===== src/rtl/nand_rd_pkg.sv =====
package nand_rd_pkg;

  typedef enum logic [1:0] {ST_IDLE, ST_XFER, ST_GAP, ST_RESP} st_e;

  // command phases of one request
  typedef enum logic [2:0] {
    PH_LOAD, PH_LWAIT, PH_READ, PH_RWAIT,
    PH_RST, PH_XWAIT, PH_WPROT, PH_WCONF
  } ph_e;

  localparam logic [7:0] OP_LOAD  = 8'h13;
  localparam logic [7:0] OP_READ  = 8'h03;
  localparam logic [7:0] OP_STAT  = 8'h05;
  localparam logic [7:0] OP_WREG  = 8'h01;
  localparam logic [7:0] OP_RESET = 8'hFF;
  localparam logic [7:0] REG_STAT = 8'hC0;
  localparam logic [7:0] REG_CONF = 8'hB0;
  localparam logic [7:0] REG_PROT = 8'hA0;
  localparam logic [7:0] CONF_VAL = 8'h18;

  function automatic logic is_poll(ph_e p);
    return (p == PH_LWAIT) || (p == PH_RWAIT) || (p == PH_XWAIT);
  endfunction

endpackage


===== src/rtl/nand_rd_split.sv =====
module nand_rd_split #(
  parameter int ADDR_W     = 27,
  parameter int LEN_W      = 12,
  parameter int PAGE_BYTES = 2048,
  localparam int COL_W     = $clog2(PAGE_BYTES)
) (
  input  logic [ADDR_W-1:0] addr,
  input  logic [LEN_W-1:0]  len,
  output logic [15:0]       page,
  output logic [COL_W-1:0]  col,
  output logic [LEN_W-1:0]  xlen
);
  logic [LEN_W:0] room;

  assign page = 16'(addr >> COL_W);
  assign col  = addr[COL_W-1:0];
  assign room = (LEN_W+1)'(PAGE_BYTES) - (LEN_W+1)'(col);
  assign xlen = ({1'b0, len} < room) ? len : LEN_W'(room);
endmodule


===== src/rtl/nand_rd_timer.sv =====
module nand_rd_timer #(
  parameter int CNT_W = 26
) (
  input  logic             clk,
  input  logic             rst,
  input  logic             start,
  input  logic [CNT_W-1:0] limit,
  output logic             expired
);
  logic [CNT_W-1:0] cnt;
  logic [CNT_W-1:0] lim_q;

  assign expired = (cnt >= lim_q);

  always_ff @(posedge clk) begin
    if (rst) begin
      cnt   <= '0;
      lim_q <= '0;
    end else if (start) begin
      cnt   <= '0;
      lim_q <= limit;
    end else if (!expired) begin
      cnt <= cnt + 1'b1;
    end
  end
endmodule


===== src/rtl/nand_page_reader.sv =====
module nand_page_reader
  import nand_rd_pkg::*;
#(
  parameter int ADDR_W        = 27,
  parameter int LEN_W         = 12,
  parameter int PAGE_BYTES    = 2048,
  parameter int LOAD_TMO_CYC  = 250000,
  parameter int RESET_TMO_CYC = 62500000
) (
  input  logic              clk,
  input  logic              rst,
  input  logic              req_valid,
  output logic              req_ready,
  input  logic [ADDR_W-1:0] req_addr,
  input  logic [LEN_W-1:0]  req_len,
  output logic              bus_sel,
  output logic              bus_tx_valid,
  output logic [7:0]        bus_tx_data,
  input  logic              bus_tx_ready,
  input  logic [7:0]        bus_rx_data,
  output logic              out_valid,
  output logic [7:0]        out_data,
  output logic              out_last,
  output logic              resp_valid,
  output logic [LEN_W-1:0]  resp_len,
  output logic [1:0]        resp_ecc,
  output logic              resp_tmo
);
  localparam int COL_W = $clog2(PAGE_BYTES);
  localparam int IDX_W = LEN_W + 1;
  localparam int TMR_W = $clog2(RESET_TMO_CYC + 1);

  st_e              state;
  ph_e              phase;
  logic [IDX_W-1:0] idx, last_idx;
  logic             cache_valid;
  logic [15:0]      cache_page, page_q, sp_page;
  logic [COL_W-1:0] col_q, sp_col;
  logic [LEN_W-1:0] xlen_q, sp_xlen;
  logic             busy_q, tmo_q;
  logic [1:0]       ecc_rx, ecc_q;
  logic             tmr_start, tmr_exp;
  logic [TMR_W-1:0] tmr_limit;
  logic [15:0]      col16;

  nand_rd_split #(.ADDR_W(ADDR_W), .LEN_W(LEN_W), .PAGE_BYTES(PAGE_BYTES)) u_split (
    .addr(req_addr), .len(req_len), .page(sp_page), .col(sp_col), .xlen(sp_xlen));

  assign tmr_start = (state == ST_GAP) &&
                     ((phase == PH_LOAD) || (phase == PH_READ) || (phase == PH_RST));
  assign tmr_limit = (phase == PH_RST) ? TMR_W'(RESET_TMO_CYC) : TMR_W'(LOAD_TMO_CYC);

  nand_rd_timer #(.CNT_W(TMR_W)) u_timer (
    .clk(clk), .rst(rst), .start(tmr_start), .limit(tmr_limit), .expired(tmr_exp));

  assign req_ready    = (state == ST_IDLE);
  assign bus_sel      = (state == ST_XFER);
  assign bus_tx_valid = (state == ST_XFER);
  assign col16        = 16'(col_q);

  // byte to send and final byte index of the current command
  always_comb begin
    bus_tx_data = 8'h00;
    last_idx    = IDX_W'(2);
    unique case (phase)
      PH_LOAD: begin
        last_idx = IDX_W'(3);
        case (idx)
          IDX_W'(0): bus_tx_data = OP_LOAD;
          IDX_W'(2): bus_tx_data = page_q[15:8];
          IDX_W'(3): bus_tx_data = page_q[7:0];
          default:   bus_tx_data = 8'h00;
        endcase
      end
      PH_READ: begin
        last_idx = IDX_W'(3) + IDX_W'(xlen_q);
        case (idx)
          IDX_W'(0): bus_tx_data = OP_READ;
          IDX_W'(1): bus_tx_data = col16[15:8];
          IDX_W'(2): bus_tx_data = col16[7:0];
          default:   bus_tx_data = 8'h00;
        endcase
      end
      PH_RST: begin
        last_idx    = IDX_W'(0);
        bus_tx_data = OP_RESET;
      end
      PH_WPROT, PH_WCONF: begin
        case (idx)
          IDX_W'(0): bus_tx_data = OP_WREG;
          IDX_W'(1): bus_tx_data = (phase == PH_WPROT) ? REG_PROT : REG_CONF;
          default:   bus_tx_data = (phase == PH_WPROT) ? 8'h00 : CONF_VAL;
        endcase
      end
      default: begin
        case (idx)
          IDX_W'(0): bus_tx_data = OP_STAT;
          IDX_W'(1): bus_tx_data = REG_STAT;
          default:   bus_tx_data = 8'h00;
        endcase
      end
    endcase
  end

  always_ff @(posedge clk) begin
    if (rst) begin
      state <= ST_IDLE;     phase <= PH_LOAD;   idx <= '0;
      cache_valid <= 1'b0;  cache_page <= '0;
      page_q <= '0;         col_q <= '0;        xlen_q <= '0;
      busy_q <= 1'b0;       ecc_rx <= '0;       ecc_q <= '0;  tmo_q <= 1'b0;
      out_valid <= 1'b0;    out_data <= '0;     out_last <= 1'b0;
      resp_valid <= 1'b0;   resp_len <= '0;     resp_ecc <= '0; resp_tmo <= 1'b0;
    end else begin
      out_valid  <= 1'b0;
      out_last   <= 1'b0;
      resp_valid <= 1'b0;
      unique case (state)
        ST_IDLE: if (req_valid) begin
          page_q <= sp_page;  col_q <= sp_col;  xlen_q <= sp_xlen;
          ecc_q  <= '0;       tmo_q <= 1'b0;    idx <= '0;
          state  <= ST_XFER;
          if (cache_valid && cache_page == sp_page) begin
            phase <= PH_READ;
          end else begin
            phase       <= PH_LOAD;
            cache_valid <= 1'b0;
          end
        end
        ST_XFER: if (bus_tx_ready) begin
          if (phase == PH_READ && idx > IDX_W'(3)) begin
            out_valid <= 1'b1;
            out_data  <= bus_rx_data;
            out_last  <= (idx == last_idx);
          end
          if (is_poll(phase) && idx == IDX_W'(2)) begin
            busy_q <= bus_rx_data[0];
            ecc_rx <= bus_rx_data[5:4];
          end
          if (idx == last_idx) state <= ST_GAP;
          else                 idx   <= idx + 1'b1;
        end
        ST_GAP: begin
          idx   <= '0;
          state <= ST_XFER;
          unique case (phase)
            PH_LOAD:  phase <= PH_LWAIT;
            PH_READ:  phase <= PH_RWAIT;
            PH_RST:   phase <= PH_XWAIT;
            PH_WPROT: phase <= PH_WCONF;
            PH_WCONF: state <= ST_RESP;
            default: begin
              if (busy_q) begin
                if (tmr_exp) begin
                  tmo_q       <= 1'b1;
                  cache_valid <= 1'b0;
                  state       <= ST_RESP;
                end
              end else if (phase == PH_LWAIT) begin
                cache_valid <= 1'b1;
                cache_page  <= page_q;
                phase       <= PH_READ;
              end else if (phase == PH_RWAIT) begin
                ecc_q <= ecc_rx;
                if (ecc_rx != 2'd0) begin
                  cache_valid <= 1'b0;
                  phase       <= PH_RST;
                end else begin
                  state <= ST_RESP;
                end
              end else begin
                phase <= PH_WPROT;
              end
            end
          endcase
        end
        default: begin
          resp_valid <= 1'b1;
          resp_len   <= tmo_q ? '0 : xlen_q;
          resp_ecc   <= ecc_q;
          resp_tmo   <= tmo_q;
          state      <= ST_IDLE;
        end
      endcase
    end
  end

  // the tag stays invalid while a load wait is polling
  a_r3_tag_invalid_in_load: assert property (@(posedge clk) disable iff (rst)
    (state == ST_XFER && phase == PH_LWAIT) |-> !cache_valid);
  // last flag only with a data byte
  a_r4_last_with_valid: assert property (@(posedge clk) disable iff (rst)
    out_last |-> out_valid);
  // reported length never exceeds a page
  a_r5_len_bound: assert property (@(posedge clk) disable iff (rst)
    resp_valid |-> (resp_len <= LEN_W'(PAGE_BYTES)));
  // an ECC failure leaves the tag invalid
  a_r7_ecc_drops_tag: assert property (@(posedge clk) disable iff (rst)
    (resp_valid && resp_ecc != 2'd0) |-> !cache_valid);
  // a timeout always reports zero bytes
  a_r8_tmo_zero_len: assert property (@(posedge clk) disable iff (rst)
    (resp_valid && resp_tmo) |-> (resp_len == '0));
  // single-cycle response, no data while idle
  a_r9_resp_pulse: assert property (@(posedge clk) disable iff (rst)
    resp_valid |=> !resp_valid);
  a_r9_no_data_idle: assert property (@(posedge clk) disable iff (rst)
    out_valid |-> !req_ready);
  // select drops after the final byte of a command
  a_r10_sel_gap: assert property (@(posedge clk) disable iff (rst)
    (bus_sel && bus_tx_ready && idx == last_idx) |=> !bus_sel);
endmodule


===== config.mk =====
export PLATFORM = sky130hd
export DESIGN_NAME = nand_page_reader
export DESIGN_NICKNAME = d
export VERILOG_FILES = /design/src/rtl/nand_rd_pkg.sv /design/src/rtl/nand_rd_split.sv /design/src/rtl/nand_rd_timer.sv /design/src/rtl/nand_page_reader.sv
export SDC_FILE = /design/constraint.sdc
export NUM_CORES = 1
export LEC_CHECK = 0
export CAP_MARGIN = 20
export CORE_ASPECT_RATIO = 0.9
export CORE_MARGIN = 3
export CORE_UTILIZATION = 25
export DETAILED_ROUTE_END_ITERATION = 8
export DONT_BUFFER_PORTS = 1
export PLACE_DENSITY = 0.38
export SYNTH_ARGS = -nofsm -noshare
export SYNTH_HDL_FRONTEND = slang
export SYNTH_SLANG_ARGS = --single-unit

===== constraint.sdc =====
create_clock -name clk -period 6.47 [get_ports clk]
set_input_delay 0.647 -clock clk [delete_from_list [all_inputs] [get_ports clk]]
set_output_delay 0.647 -clock clk [all_outputs]
set_load 0.02 [all_outputs]

# After elaboration in Yosys (flattened, before gate mapping)
# Index checks and enable logic that the tools add are counted.
# W data, S select, Z words.
# word_totals
register_bits,158
input_bits,51
out_inout_bits,37
wordCells,150
# op_classes
add_sub_neg,4
magnitude_cmp,3
n_eq_ne,31
muxes,55
n_bitwise,5
n_reduce_logical,31
# op_table
operator,count
$pmux W13 S3,2
$pmux W8 S3,2
$mux W13,3
$pmux W8 S2,2
$pmux W8 S4,1
$mux W2,14
$add A26 B1 Y26 const B,1
$eq A13 B2 Y1 const B,2
$ge A26 B26 Y1,1
$mux W26,1
$mux W12,2
$ne A2 B2 Y1 const B,9
$eq A16 B16 Y1,1
$mux W3,5
$pmux W3 S5,1
$mux W1,14
$add A13 B1 Y13 const B,1
$add A2 B12 Y13 const A,1
$eq A13 B1 Y1 const B,1
$eq A13 B13 Y1,1
$gt A13 B2 Y1 const B,1
$logic_not A13 Y1,1
$lt A12 B13 Y1,1
$sub A12 B11 Y13 const A,1
32 further kinds,60

# Depth between registers and ports, before layout
# depth
depth_word,7
depth_mapped,13
mapped_depth_nobuf,12

# Cells and area by module
# A second synthesis with hierarchy kept.
# unflattened
cells_unflattened,1154
area_unflattened_um2,9221.3
# modules_own_cells
module,instances,cells_each,area_per_inst_um2,seq_area_each_um2
nand_page_reader,1,710,5434.0,2122.0
nand_rd_timer,1,341,2990.4,1041.0
nand_rd_split,1,103,797.0,0.0

# Worst setup path before layout
# OpenSTA, ideal clock, no wires.
# synth_timing
path_kind,reg2out
start,register idx[4]
end,output bus_tx_data[7]
t_arrival_ns,2.629
slack_ns,3.194
path_stages_with_launch,11
cell_sequence,dfxtp_1 or4_1 nor3_1 and3_1 and2_1 clkbuf_1 clkbuf_1 a22oi_1 o21ai_0 nand2_1 a21boi_0
# synth_between
elab_chain_len,3
word_cells_on_any_way,9
cone_classes,3 x eq/ne; 5 x mux; 1 x reduce/logical
# synth_rtl
element,line_no,rtl
from (decl),nand_page_reader.sv:35,"logic [IDX_W-1:0] idx, last_idx;"
from (signal assigned),nand_page_reader.sv:140,else idx <= idx + 1'b1;
"$eq A13 B2 Y1, or another cell as far along","nand_page_reader.sv:68, nand_page_reader.sv:77",
"$pmux W8 S3, or another cell as far along",nand_page_reader.sv:77,case (idx)
$pmux W8 S4 (*),nand_page_reader.sv:65,unique case (phase)
to (decl),nand_page_reader.sv:18,"output logic [7:0] bus_tx_data,"
# Every way passes the cells marked *; elsewhere a longest branch is shown, timed or not.

# Worst setup path in the final report
# Same ends and word-level chain as after synthesis.

==> results.json <==
{
  "status": "finished clean",
  "hold_path_end": "out_data[3]$_SDFFE_PP0P_",
  "drt_first_pass_iters": 5,
  "grt_overflow": 0,
  "ys_types": 71,
  "cts_resized": 0,
  "hold_start": "rst",
  "ant_nets": 0,
  "critical_path.cell_chain": "or4_1 > nor3_1 > and3_1 > and2_1 > a22oi_1 > o21ai_0 > nand2_1 > a21boi_0",
  "drc": 0,
  "synth_edf_count": 0,
  "yosys_most_used_dff": "dfxtp_1",
  "ff2ff_setup_slack_ns": 3.09,
  "die_area_sq_mm": 0.0328,
  "gp_congestion": 0.775,
  "yosys-top-cells-count": "dfxtp_1 (135), nand2_1 (108), nor2_1 (106)",
  "clock_skew_ns": 0.0104,
  "post_cts_buffers": 0,
  "synth_seq_cells": 135,
  "vias_per_cell": 4.95,
  "critical_path_class": "reg2out",
  "ys_top_cells_by_area": "dfxtp_1 (35%), ha_1 (5.9%), a21oi_1 (5.3%), nand2_1 (5.3%), nor2_1 (5.2%)",
  "area_delta_synth_final_pct": 12.5,
  "hpwl_um": 16500,
  "cp-end-kind": "output port",
  "hold_viol": 0,
  "nets": 1006,
  "fmax_ghz": 0.247,
  "num_antenna_cells": 0,
  "setup-violations-final": 0,
  "ios": 88,
  "leakagePower_uw": 0.00308,
  "cts_hold_buf": 0,
  "hold_depth": 1,
  "yosysWarnings": 0,
  "first_iter_violations": 389,
  "grt_pass1_vias": 6375,
  "tns_ns": 0,
  "tightest_slew_ns": 1.07,
  "clkPwrFrac": 0.496,
  "rows": 60,
  "drv_cap": 0,
  "p_total_uw": 2060,
  "rsz0062_at_grt": "false",
  "p_per_area_mw_per_mm2": 239,
  "clock_sinks": 135,
  "combPwrFrac": 0.076,
  "vias": 6608,
  "clock_latency_ns": 0.43,
  "max_slew_margin": 0.284,
  "avgSynthCellArea_sq_um": 8.04,
  "cp_slowest_cell": "and2_1",
  "postSynthCellCount": 953,
  "ys_seq_area_frac": 0.353,
  "grt_usage": 0.144,
  "grt_max_degree": 107,
  "fp.coreArea_sq_mm": 0.0300,
  "yosysMostFrequentCell": "dfxtp_1",
  "start_util": 0.255,
  "synth_area_leader_cell": "dfxtp_1",
  "root_buffer": "clkbuf_16",
  "r2r_end": "idx[8]$_SDFFE_PP0P_",
  "io_buffers": 0,
  "cell_internal_pwr_uw": 1540,
  "antenna_found_initial": 0,
  "cts_tree": "built",
  "critPathLaunchType": "register",
  "wirelength_um": 23100,
  "crit_required_ns": 5.82,
  "routedWlPerCell_um": 17.3,
  "p_seq_frac": 0.427,
  "cts_buffers": 17,
  "r2r-start": "xlen_q[0]$_SDFFE_PP0P_",
  "syn-num-nets": 1040,
  "layout_min_cycle_time_ns": 4.04,
  "clk_pin_slew_ns": 0.06,
  "cp.arrival_ns": 3.40,
  "fp.dieW_um": 191,
  "min_path_type": "in2reg",
  "synth_top_area_share": 0.353,
  "clockBufferDepth": 2,
  "fin_crit_sh": 0.625,
  "crit_path_max_incr_delay_ns": 0.56,
  "async_flop_share": 0,
  "drv_slew": 0,
  "swShare": 0.253,
  "layout-drive-gt1-share": 0.0687,
  "grt_pass1_wl_um": 37000,
  "worst_hold_slack_ns": 0.285,
  "htree_levels": 4,
  "postLayoutCoreUtil": 0.287,
  "synth_area_sq_mm": 0.00766,
  "ir_drop_v": 0.000181,
  "crit_path_max_fanout": 16,
  "reg2reg_depth": 10,
  "die_h_um": 172,
  "p_sw_uw": 521
}
worst max path at each step:
| stage | from | to | cells after the start |
|---|---|---|---|
| global placement | idx[4]$_SDFFE_PP0P_ | bus_tx_data[7] | 8 |
| global route | idx[4]$_SDFFE_PP0P_ | bus_tx_data[7] | 8 |
| floorplan | idx[4]$_SDFFE_PP0P_ | bus_tx_data[7] | 10 |
| CTS | idx[4]$_SDFFE_PP0P_ | bus_tx_data[7] | 8 |
| detailed placement | idx[4]$_SDFFE_PP0P_ | bus_tx_data[7] | 8 |
| finish | idx[4]$_SDFFE_PP0P_ | bus_tx_data[7] | 8 |
power by group through the flow:
stage | combinational, uW | clock [uW] | sequential (uW)
after floorplan | 136 | 0 | 881
after global placement | 157 | 0 | 899
after detailed placement | 158 | 0 | 899
after CTS | 159 | 1060 | 880
after global routing | 178 | 1090 | 883
final | 157 | 1020 | 880
state kept, by name, indices dropped and copies added, names as in the netlist, 2 cells and up:
signal         count
phase              3
resp_len          12
ecc_q              2
cache_page        16
ecc_rx             2
idx               13
out_data           8
page_q            16
state              2
col_q             11
resp_ecc           2
u_timer.cnt       26
xlen_q            12
u_timer.lim_q      3
logic make-up (layout without fill, tap and decap cells):
family,after synthesis,after routing,synth area share
AO/OA/AOI/OAI,228,228,0.197
XOR/XNOR,44,44,0.0521
adder cells (fa/ha/maj),36,36,0.0588
buffers and inverters,95,74,0.0500
flip-flops,135,135,0.353
multiplexers,30,30,0.0394
AND/OR/NAND/NOR,385,385,0.250
placed cells by master, fill, tap and decap left out, types with 18 or more instances in the layout:
| cell type | count |
|---|---|
| nand4_1 | 22 |
| dfxtp_1 | 135 |
| ha_1 | 36 |
| or3_1 | 23 |
| nand2_1 | 108 |
| nor2_1 | 106 |
| inv_1 | 32 |
| nor3_1 | 26 |
| xor2_1 | 18 |
| o21ai_0 | 41 |
| xnor2_1 | 25 |
| nand3_1 | 18 |
| a21oi_1 | 81 |
| mux2i_1 | 29 |
layer usage:
metal	share of wire	vias up	GRT usage
met5	0	-	0
met4	0.0094	0	0.0354
met3	0.058	15	0.0426
met2	0.40	118	0.205
met1	0.53	3127	0.211
li1	-	3348	-
worst max-delay path, delay by kind of cell (launching register included):
kind               cells  cell delay [ns]
AOI/OAI and AO/OA      3             0.88
DFF                    1             0.38
and+or+nand+nor        5             1.71
metrics by stage:
step	instance area (sq um)	instances	worst slack, ns
3_3_place_gp	7970	1301	2.90
3_5_place_dp	8000	1302	2.87
5_1_grt	8620	1335	2.17
2_1_floorplan	7660	953	3.19
4_1_cts	8600	1334	2.39
6_report	8620	1335	2.43
layout make-up:
cell class / count / area [sq um]
clock buffer: 20 / 457
timing repair buffer: 10 / 103
multi-input combinational: 723 / 4580
sequential: 135 / 2700
tap: 403 / 504
fill: 3278 / 21400
clock inverter: 12 / 150
inverter: 32 / 120
No activity file was read; power rests on OpenSTA's default activity.
